`src/rtl/fdc_mode_pkg.sv`:
```
package fdc_mode_pkg;

    typedef enum logic [1:0] {
        MS_SD5 = 2'b00,
        MS_SD8 = 2'b01,
        MS_DD5 = 2'b10,
        MS_DD8 = 2'b11
    } mode_state_e;

    localparam int DRV_STEP  = 0;
    localparam int DRV_DIR   = 1;
    localparam int DRV_WDATA = 2;
    localparam int DRV_WGATE = 3;

endpackage

```
`src/rtl/fdc_mode_fsm.sv`:
```
module fdc_mode_fsm
    import fdc_mode_pkg::*;
#(
    parameter int                ADDR_W       = 16,
    parameter int                DATA_W       = 8,
    parameter logic [ADDR_W-1:0] DEN_ADDR     = 16'h37EC,
    parameter logic [ADDR_W-1:0] SIZE_ADDR    = 16'h37EE,
    parameter logic [DATA_W-1:0] SD_CODE      = 8'hFE,
    parameter logic [DATA_W-1:0] DD_CODE      = 8'hFF,
    parameter int                SIZE_CMD_BIT = 7,
    parameter int                SIZE_8_BIT   = 6
) (
    input  logic              clk,
    input  logic              rst_n,
    input  logic              bus_wr,
    input  logic [ADDR_W-1:0] bus_addr,
    input  logic [DATA_W-1:0] bus_wdata,
    input  logic              size_sw,
    output logic              is_double,
    output logic              is_five
);

    mode_state_e state_q, state_d;
    logic hit_den, hit_size;
    logic ev_sd, ev_dd, ev_s5, ev_s8;

    always_comb begin
        hit_den  = bus_wr && (bus_addr == DEN_ADDR);
        hit_size = bus_wr && (bus_addr == SIZE_ADDR) && bus_wdata[SIZE_CMD_BIT];
        ev_sd    = hit_den && (bus_wdata == SD_CODE);
        ev_dd    = hit_den && (bus_wdata == DD_CODE);
        ev_s8    = hit_size && bus_wdata[SIZE_8_BIT];
        ev_s5    = hit_size && !bus_wdata[SIZE_8_BIT];
    end

    always_comb begin
        state_d = state_q;
        unique case (state_q)
            MS_SD5: begin
                if (ev_dd)      state_d = MS_DD5;
                else if (ev_s8) state_d = MS_SD8;
            end
            MS_SD8: begin
                if (ev_dd)      state_d = MS_DD8;
                else if (ev_s5) state_d = MS_SD5;
            end
            MS_DD5: begin
                if (ev_sd)      state_d = MS_SD5;
                else if (ev_s8) state_d = MS_DD8;
            end
            MS_DD8: begin
                if (ev_sd)      state_d = MS_SD8;
                else if (ev_s5) state_d = MS_DD5;
            end
        endcase
    end

    always_ff @(posedge clk) begin
        if (!rst_n) state_q <= size_sw ? MS_SD5 : MS_SD8;
        else        state_q <= state_d;
    end

    always_comb begin
        unique case (state_q)
            MS_SD5: begin is_double = 1'b0; is_five = 1'b1; end
            MS_SD8: begin is_double = 1'b0; is_five = 1'b0; end
            MS_DD5: begin is_double = 1'b1; is_five = 1'b1; end
            MS_DD8: begin is_double = 1'b1; is_five = 1'b0; end
        endcase
    end


    dd_sel_chk: assert property (@(posedge clk) disable iff (!rst_n)
        (bus_wr && bus_addr == DEN_ADDR && bus_wdata == DD_CODE) |=> is_double);

    sd_sel_chk: assert property (@(posedge clk) disable iff (!rst_n)
        (bus_wr && bus_addr == DEN_ADDR && bus_wdata == SD_CODE) |=> !is_double);

    den_hold_chk: assert property (@(posedge clk) disable iff (!rst_n)
        !(bus_wr && bus_addr == DEN_ADDR && (bus_wdata == SD_CODE || bus_wdata == DD_CODE))
        |=> $stable(is_double));

    size8_chk: assert property (@(posedge clk) disable iff (!rst_n)
        (bus_wr && bus_addr == SIZE_ADDR && bus_wdata[SIZE_CMD_BIT] && bus_wdata[SIZE_8_BIT])
        |=> !is_five);

    size_hold_chk: assert property (@(posedge clk) disable iff (!rst_n)
        !(bus_wr && bus_addr == SIZE_ADDR && bus_wdata[SIZE_CMD_BIT]) |=> $stable(is_five));

endmodule

```
`src/rtl/fdc_clk_div.sv`:
```
module fdc_clk_div (
    input  logic clk,
    input  logic rst_n,
    input  logic is_five,
    output logic ctl_clk,
    output logic ctl_clk_en
);

    logic half_q;
    logic ctl_q;
    logic sel_en;

    always_comb sel_en = is_five ? half_q : 1'b1;

    always_ff @(posedge clk) begin
        if (!rst_n) begin
            half_q <= 1'b0;
            ctl_q  <= 1'b0;
        end else begin
            half_q <= !half_q;
            if (sel_en) ctl_q <= !ctl_q;
        end
    end

    always_comb begin
        ctl_clk    = ctl_q;
        ctl_clk_en = sel_en && ctl_q;
    end


    strobe_gap_chk: assert property (@(posedge clk) disable iff (!rst_n)
        ctl_clk_en |=> !ctl_clk_en);

    strobe_fall_chk: assert property (@(posedge clk) disable iff (!rst_n)
        ctl_clk_en |=> !ctl_clk);

endmodule

```
`src/rtl/fdc_steer.sv`:
```
module fdc_steer #(
    parameter int DRV_W = 4
) (
    input  logic             clk,
    input  logic             rst_n,
    input  logic             is_double,
    input  logic             is_five,
    input  logic [DRV_W-1:0] sd_drv,
    input  logic [DRV_W-1:0] dd_drv,
    input  logic             sd_tg43,
    input  logic             dd_tg43,
    output logic             sd_core_en,
    output logic             dd_core_en,
    output logic [DRV_W-1:0] drv_out,
    output logic             tg43_out,
    output logic             precomp_en
);

    logic core_tg43;

    always_comb begin
        sd_core_en = !is_double;
        dd_core_en = is_double;
        core_tg43  = is_double ? dd_tg43 : sd_tg43;
        tg43_out   = is_five ? 1'b1 : core_tg43;
        precomp_en = is_double && tg43_out;
    end

    for (genvar b = 0; b < DRV_W; b++) begin : g_drv
        always_comb drv_out[b] = is_double ? dd_drv[b] : sd_drv[b];
    end


    one_core_chk: assert property (@(posedge clk) disable iff (!rst_n)
        $countones({sd_core_en, dd_core_en}) == 1);

    precomp_sd_chk: assert property (@(posedge clk) disable iff (!rst_n)
        sd_core_en |-> !precomp_en);

    tg43_five_chk: assert property (@(posedge clk) disable iff (!rst_n)
        (is_five && dd_core_en) |-> precomp_en);

endmodule

```
`src/rtl/fdc_mode_ctl.sv`:
```
module fdc_mode_ctl
    import fdc_mode_pkg::*;
#(
    parameter int                ADDR_W    = 16,
    parameter int                DATA_W    = 8,
    parameter int                DRV_W     = 4,
    parameter logic [ADDR_W-1:0] DEN_ADDR  = 16'h37EC,
    parameter logic [ADDR_W-1:0] SIZE_ADDR = 16'h37EE,
    parameter logic [DATA_W-1:0] SD_CODE   = 8'hFE,
    parameter logic [DATA_W-1:0] DD_CODE   = 8'hFF
) (
    input  logic              clk,
    input  logic              rst_n,
    input  logic              bus_wr,
    input  logic [ADDR_W-1:0] bus_addr,
    input  logic [DATA_W-1:0] bus_wdata,
    input  logic              size_sw,
    input  logic [DRV_W-1:0]  sd_drv,
    input  logic [DRV_W-1:0]  dd_drv,
    input  logic              sd_tg43,
    input  logic              dd_tg43,
    output logic              sd_core_en,
    output logic              dd_core_en,
    output logic [DRV_W-1:0]  drv_out,
    output logic              tg43_out,
    output logic              precomp_en,
    output logic              ctl_clk,
    output logic              ctl_clk_en
);

    localparam int CMD_BIT = DATA_W - 1;
    localparam int BIG_BIT = DATA_W - 2;

    logic is_double;
    logic is_five;

    fdc_mode_fsm #(
        .ADDR_W(ADDR_W), .DATA_W(DATA_W),
        .DEN_ADDR(DEN_ADDR), .SIZE_ADDR(SIZE_ADDR),
        .SD_CODE(SD_CODE), .DD_CODE(DD_CODE),
        .SIZE_CMD_BIT(CMD_BIT), .SIZE_8_BIT(BIG_BIT)
    ) u_fsm (
        .clk(clk), .rst_n(rst_n), .bus_wr(bus_wr), .bus_addr(bus_addr),
        .bus_wdata(bus_wdata), .size_sw(size_sw),
        .is_double(is_double), .is_five(is_five)
    );

    fdc_clk_div u_div (
        .clk(clk), .rst_n(rst_n), .is_five(is_five),
        .ctl_clk(ctl_clk), .ctl_clk_en(ctl_clk_en)
    );

    fdc_steer #(.DRV_W(DRV_W)) u_steer (
        .clk(clk), .rst_n(rst_n), .is_double(is_double), .is_five(is_five),
        .sd_drv(sd_drv), .dd_drv(dd_drv), .sd_tg43(sd_tg43), .dd_tg43(dd_tg43),
        .sd_core_en(sd_core_en), .dd_core_en(dd_core_en), .drv_out(drv_out),
        .tg43_out(tg43_out), .precomp_en(precomp_en)
    );


    tg43_eight_chk: assert property (@(posedge clk) disable iff (!rst_n)
        (!is_five && sd_core_en) |-> (tg43_out == sd_tg43));

endmodule

```
`config.mk`:
```
export PLATFORM = sky130hd
export DESIGN_NAME = fdc_mode_ctl
export DESIGN_NICKNAME = d
export VERILOG_FILES = /design/src/rtl/fdc_mode_pkg.sv /design/src/rtl/fdc_mode_fsm.sv /design/src/rtl/fdc_clk_div.sv /design/src/rtl/fdc_steer.sv /design/src/rtl/fdc_mode_ctl.sv
export SDC_FILE = /design/constraint.sdc
export NUM_CORES = 1
export LEC_CHECK = 0
export BUFFER_PORTS_ARGS = -buffer_cell sky130_fd_sc_hd__buf_4
export CORE_MARGIN = 2
export CORE_UTILIZATION = 32
export DETAILED_ROUTE_END_ITERATION = 12
export HOLD_SLACK_MARGIN = 0.08
export PLACE_DENSITY = 0.77
export SLEW_MARGIN = 15
export SYNTH_ARGS = -nofsm -noshare
export SYNTH_HDL_FRONTEND = slang
export SYNTH_SLANG_ARGS = --single-unit
```
`constraint.sdc`:
```
create_clock -name clk -period 1.61 [get_ports clk]
set_input_delay 0.161 -clock clk [delete_from_list [all_inputs] [get_ports clk]]
set_output_delay 0.161 -clock clk [all_outputs]
set_load 0.01 [all_outputs]
```
==> results of run 1 <==
-- registers in the layout, indices dropped and copies added (netlist names) --
register,cells
u_div.ctl_clk,1
u_div.half_q,1
u_fsm.state_q,2
-- path summary, 6_finish.rpt --
check	from	end	slack (ps)
setup / recovery	u_fsm.state_q[1]$_SDFFCE_PN0P_	precomp_en	180
hold / removal	rst_n	u_div.half_q$_SDFF_PN0_	240
setup reg to reg	u_fsm.state_q[1]$_SDFFCE_PN0P_	u_fsm.state_q[0]$_DFFE_PP_	250
hold reg to reg	u_div.half_q$_SDFF_PN0_	u_div.half_q$_SDFF_PN0_	470
-- routing by layer --
metal / vias to the layer above / share of wire, % / GRT usage [%]
li1: 255 / - / -
met1: 227 / 34 / 17.1
met2: 27 / 55 / 34.7
met3: 2 / 9.4 / 3.33
met4: 0 / 1.4 / 5.00
met5: - / 0 / 0
-- power breakdown --
part / leakage [nW] / switching, W / internal, W
logic: 0.352 / 0.0000556 / 0.000112
registers: 0.0369 / 0.00000778 / 0.000116
clock network: 0.0138 / 0.0000421 / 0.0000834
-- placed cells by master (no fill, tap or decap), drive strengths merged, types with 3 or more instances in the layout --
cell / count
mux2: 4
nand2: 5
buf: 48
nand4b: 4
clkbuf: 3
-- per-stage QoR --
step / std cells / hold WS, ps / total power (W) / utilization, % / cell area [sq um]
floorplan: 41 / 289 / 0.000186 / - / 419
global placement: 102 / 430 / 0.000291 / 62.0 / 787
detailed placement: 102 / 466 / 0.000295 / 62.0 / 787
CTS: 105 / 236 / 0.000421 / 63.8 / 810
global route: 105 / 246 / 0.000441 / 63.8 / 810
finish: 105 / 238 / 0.000417 / 63.8 / 810
-- kinds of logic (layout without fill, tap and decap cells) --
family | after synthesis | count (layout) | synth area share [%]
buffers and inverters | 4 | 53 | 4.48
AND/OR/NAND/NOR | 19 | 19 | 40.0
multiplexers | 5 | 5 | 13.1
XOR/XNOR | 2 | 2 | 4.18
AO/OA/AOI/OAI | 7 | 7 | 14.3
flip-flops | 4 | 4 | 23.9
-- cell type report --
cell class	instances	area, sq um
Timing Repair Buffer	48	360
Sequential cell	4	100
Multi-Input combinational cell	33	300
Clock buffer	3	22.5
Tap cell	15	18.8
Inverter	2	7.51
Fill cell	122	459
==> reports/metrics.cfg, run 1 <==
[clocking]
cts-root-buf=clkbuf_4
path_clk_slew_ps=40
cts_tree=yes
ctsHoldBuffers=0
cts.sinks=4
h-tree-depth=1
clock_latency_ps=240
postCtsSetupBuffers=0
cts_buffers=3
clockBufferDepth=2
ctsResizeCount=0

[job]
maxCapViolations=0

[synth]
syn-num-nets=79
synth.distinct_cells=26
syn_area_sq_um=419
yosys.area.top_type=edfxtp_1
netlist.area_leader.share_pct=14.3
synthArstFlopShare_pct=0
ys_ff_latch=4
syn_inst=41
ys.flop_type=edfxtp_1
synthTopCellsByArea=edfxtp_1 14%, mux2_2 11%, dfxtp_1 9.6%
yosysMostFrequentCell=nand2_1
synthTopCellsByCount=5 x nand2_1, 4 x mux2_2, 3 x nand4b_1
synth-edff-count=2
synth.yosys.seq_area_share_pct=23.9
avgSynthCellArea_sq_um=10.2
synth_warnings=0

[timing]
relSlewSlack_pct=76.8
tightest_slew_ps=345
fin_crit_ps=1430
timing.setup.tns_ps=0
max_freq_mhz=701
min_period_over_period_pct=88.6
fin_skew_ps=1.40
worst_slack_ps=183
hold_viol_final=0
setup_viol=0
rsz0062_at_grt=false
slew_violations=0

[place]
gp_routability_congestion=0.717
io_buffers=47
place_ws_ps=151
dpl.hpwl_microns=1030

[route]
ant_nets=0
num_vias=511
route.detailed.drc=0
drtIter0Drc=4
wire_per_inst_microns=11.0
firstDrtPassIters=3
vias_per_cell=4.87
wl_microns=1150

[die]
initial_core_util_pct=33.0
io_pins=48
core_area_sq_mm=0.00127
fp.dieH_microns=40.2
die_area_sq_mm=0.00162
fp.dieW_microns=40.2
num_rows=13

[worst_hold_path]
hold_path.class=primary input to flip-flop
hold_depth=2

[global_route]
grt_overflow_total=0
antenna_found_initial=0
grt_pass1_vias=510
grt_max_degree=9
grt_first_pass_wirelength_microns=1880
track_usage_pct=17.1

[finish]
drive_gt1_share_pct=68.9
layout.nets=130
diodes=0
area_growth_pct=93.1

[setup_path]
cp.depth=4
worst_path_dominant_cell_family=flip-flops
cp.required_ps=1450
crit_path_top_delay_cell=edfxtp_1
path_cells=buf_4, mux2i_1, a21oi_1, buf_4
critPathKind=flip-flop to primary output
cp.arrival_ps=1270
path_buf_inv=2
cp_common_cell=buf_4
startpoint_type=flip-flop
r2r_cells=4
max_stage_delay_ps=390
crit_path_end_kind=primary output
cp_max_fo=8

[power]
p_per_area_mw_per_mm2=515
leakage_nw=0.402
peakVddDrop_uv=279

[run_status]
status=finished clean

No activity file was read; power rests on OpenSTA's default activity.
==> run 2, diff against run 1 <==
--- a/config.mk
+++ b/config.mk
@@ -6,11 +6,13 @@
 export NUM_CORES = 1
 export LEC_CHECK = 0
 export BUFFER_PORTS_ARGS = -buffer_cell sky130_fd_sc_hd__buf_4
-export CORE_MARGIN = 2
-export CORE_UTILIZATION = 32
+export CELL_PAD_IN_SITES_DETAIL_PLACEMENT = 1
+export CELL_PAD_IN_SITES_GLOBAL_PLACEMENT = 1
+export CORE_ASPECT_RATIO = 0.9
+export CORE_UTILIZATION = 21
 export DETAILED_ROUTE_END_ITERATION = 12
 export HOLD_SLACK_MARGIN = 0.08
-export PLACE_DENSITY = 0.77
+export PLACE_DENSITY_LB_ADDON = 0.1
 export SLEW_MARGIN = 15
 export SYNTH_ARGS = -nofsm -noshare
 export SYNTH_HDL_FRONTEND = slang
==> constraint.sdc (replaced) <==
create_clock -name clk -period 1.61 [get_ports clk]
set_input_delay 0.161 -clock clk [delete_from_list [all_inputs] [get_ports clk]]
set_output_delay 0.161 -clock clk [all_outputs]
set_load 0.05 [all_outputs]
==> run 2 against run 1 <==
  * Final cell count increased by 9.5%
  * Worst setup slack got worse by 59 ps
  * Fmax decreased by 4.0%
  * Cell area increased by 2.8%
  * Non-clock buffer count unchanged
  * Register-to-register slack got worse by 30 ps
  * Core utilization decreased by 17 points
  * Clock skew increased by 7.5 ps
  * Worst hold slack got worse by 31 ps
  * Critical path type unchanged
==> reports/metrics.cfg, run 2 (synthesis gave the netlist of run 1 again) <==
[finish]
layout.nets=130
seqCellArea_sq_um=100
diodes=0
top_register=u_fsm.state_q
final_common_cell=buf_4
multi_input_area_sq_um=308
fillerInstances=227
finalCoreUtilization_pct=47.0
largest_reg_flops=2
layout_common_cells=48 x buf_4, 5 x nand2_1, 4 x mux2_2
drive_gt1_share_pct=70.3
area_growth_pct=98.5

[timing]
slew_violations=0
timing.setup.tns_ps=0
holdWs_ps=207
hold_viol_final=0
setup_viol=0
tightest_slew_ps=357
relSlewSlack_pct=76.0
max_freq_mhz=673
min_period_over_period_pct=92.3
rsz0062_at_grt=false
fin_skew_ps=8.90
fin_crit_ps=1490

[clocking]
cts.sinks=4
cts_buffers=3
cts-root-buf=clkbuf_4
clockBufferDepth=2
postCtsSetupBuffers=0
path_clk_slew_ps=40
cts_tree=yes
h-tree-depth=1
clock_latency_ps=240

[die]
fp.dieW_microns=49.1
initial_core_util_pct=23.7
core_area_sq_mm=0.00177
fp.dieH_microns=44.4
io_pins=48
die_area_sq_mm=0.00218
num_rows=14

[setup_path]
path_cells=buf_4, mux2i_2, a21oi_2, buf_4
crit_path_top_delay_cell=edfxtp_1
crit_path_end_kind=primary output
critPathKind=flip-flop to primary output
cp_max_fo=8
startpoint_type=flip-flop
cp_common_cell=buf_4
path_buf_inv=2
worst_path_dominant_cell_family=flip-flops
max_stage_delay_ps=390
cp.required_ps=1450
cp.arrival_ps=1320

[global_route]
grt_pass1_vias=549
antenna_found_initial=0
track_usage_pct=14.7
grt_first_pass_wirelength_microns=2400
grt_max_degree=9
grt_overflow_total=0

[route]
wl_microns=1490
drtIter0Drc=4
num_vias=514
vias_per_cell=4.47
ant_nets=0
firstDrtPassIters=2
route.detailed.drc=0
wire_per_inst_microns=13.0

[power]
p_per_area_mw_per_mm2=595
leakage_nw=0.403
peakVddDrop_uv=326

[worst_hold_path]
hold_path.class=primary input to flip-flop

[run_status]
status=finished clean

[place]
gp_routability_congestion=0.615
io_buffers=47
dpl.hpwl_microns=1370

[job]
maxCapViolations=0

run 2: cell types whose count changed in the layout (fill, tap and decap cells not counted), sizes merged:
| cell | change |
|---|---|
| clkbuf | +1 |
run 2: final timing paths:
| kind | end | startpoint | cells after the start | slack (ps) |
|---|---|---|---|---|
| max | precomp_en | u_fsm.state_q[1]$_SDFFCE_PN0P_ | 4 | 120 |
| min | u_div.half_q$_SDFF_PN0_ | rst_n | 2 | 210 |
| max reg2reg | u_fsm.state_q[0]$_DFFE_PP_ | u_fsm.state_q[1]$_SDFFCE_PN0P_ | 4 | 220 |
| min reg2reg | u_div.half_q$_SDFF_PN0_ | u_div.half_q$_SDFF_PN0_ | 1 | 450 |
run 2: repair_timing:
item / in CTS / in global routing
resized for setup: 0 / 1
endpoints found under the setup margin: 0 / 1
hold buffers: 0 / 0
endpoints found under the hold margin: 0 / 0
run 2: final cells by class:
type | count | share of cell area (%)
timing repair buffer | 48 | 43.3
multi-input combinational | 33 | 37.0
sequential | 4 | 12.0
tap | 24 | 3.61
clock buffer | 4 | 3.16
inverter | 2 | 0.902
run 2: metal layers:
metal	track usage, %	vias to the layer above	share of wire [%]
li1	-	255	-
met1	13.9	243	35
met2	30.7	16	61
met3	4.81	0	4.4
met4	3.53	0	0
met5	0	-	0
run 2: through the flow:
step	area (sq um)	worst slack, ps	total power (W)	cells
after floorplan	423	234	0.000247	41
after global placement	802	189	0.000355	111
after detailed placement	802	130	0.000360	111
after CTS	828	115	0.000500	115
after global routing	832	13.7	0.000524	115
final	832	125	0.000495	115
run 2: worst reg2reg max path, cell delays in order (launching register included):
cell and delay (ps):
edfxtp_1 390, xnor2_1 160, nor3_1 300, and3b_2 250
o31ai_2 50
run 2: where the power goes:
part,total [W],internal [W],leakage [nW],switching (W)
clock network,0.000137,0.0000931,0.0150,0.0000434
logic,0.000234,0.000115,0.351,0.000119
registers,0.000125,0.000116,0.0369,0.00000839
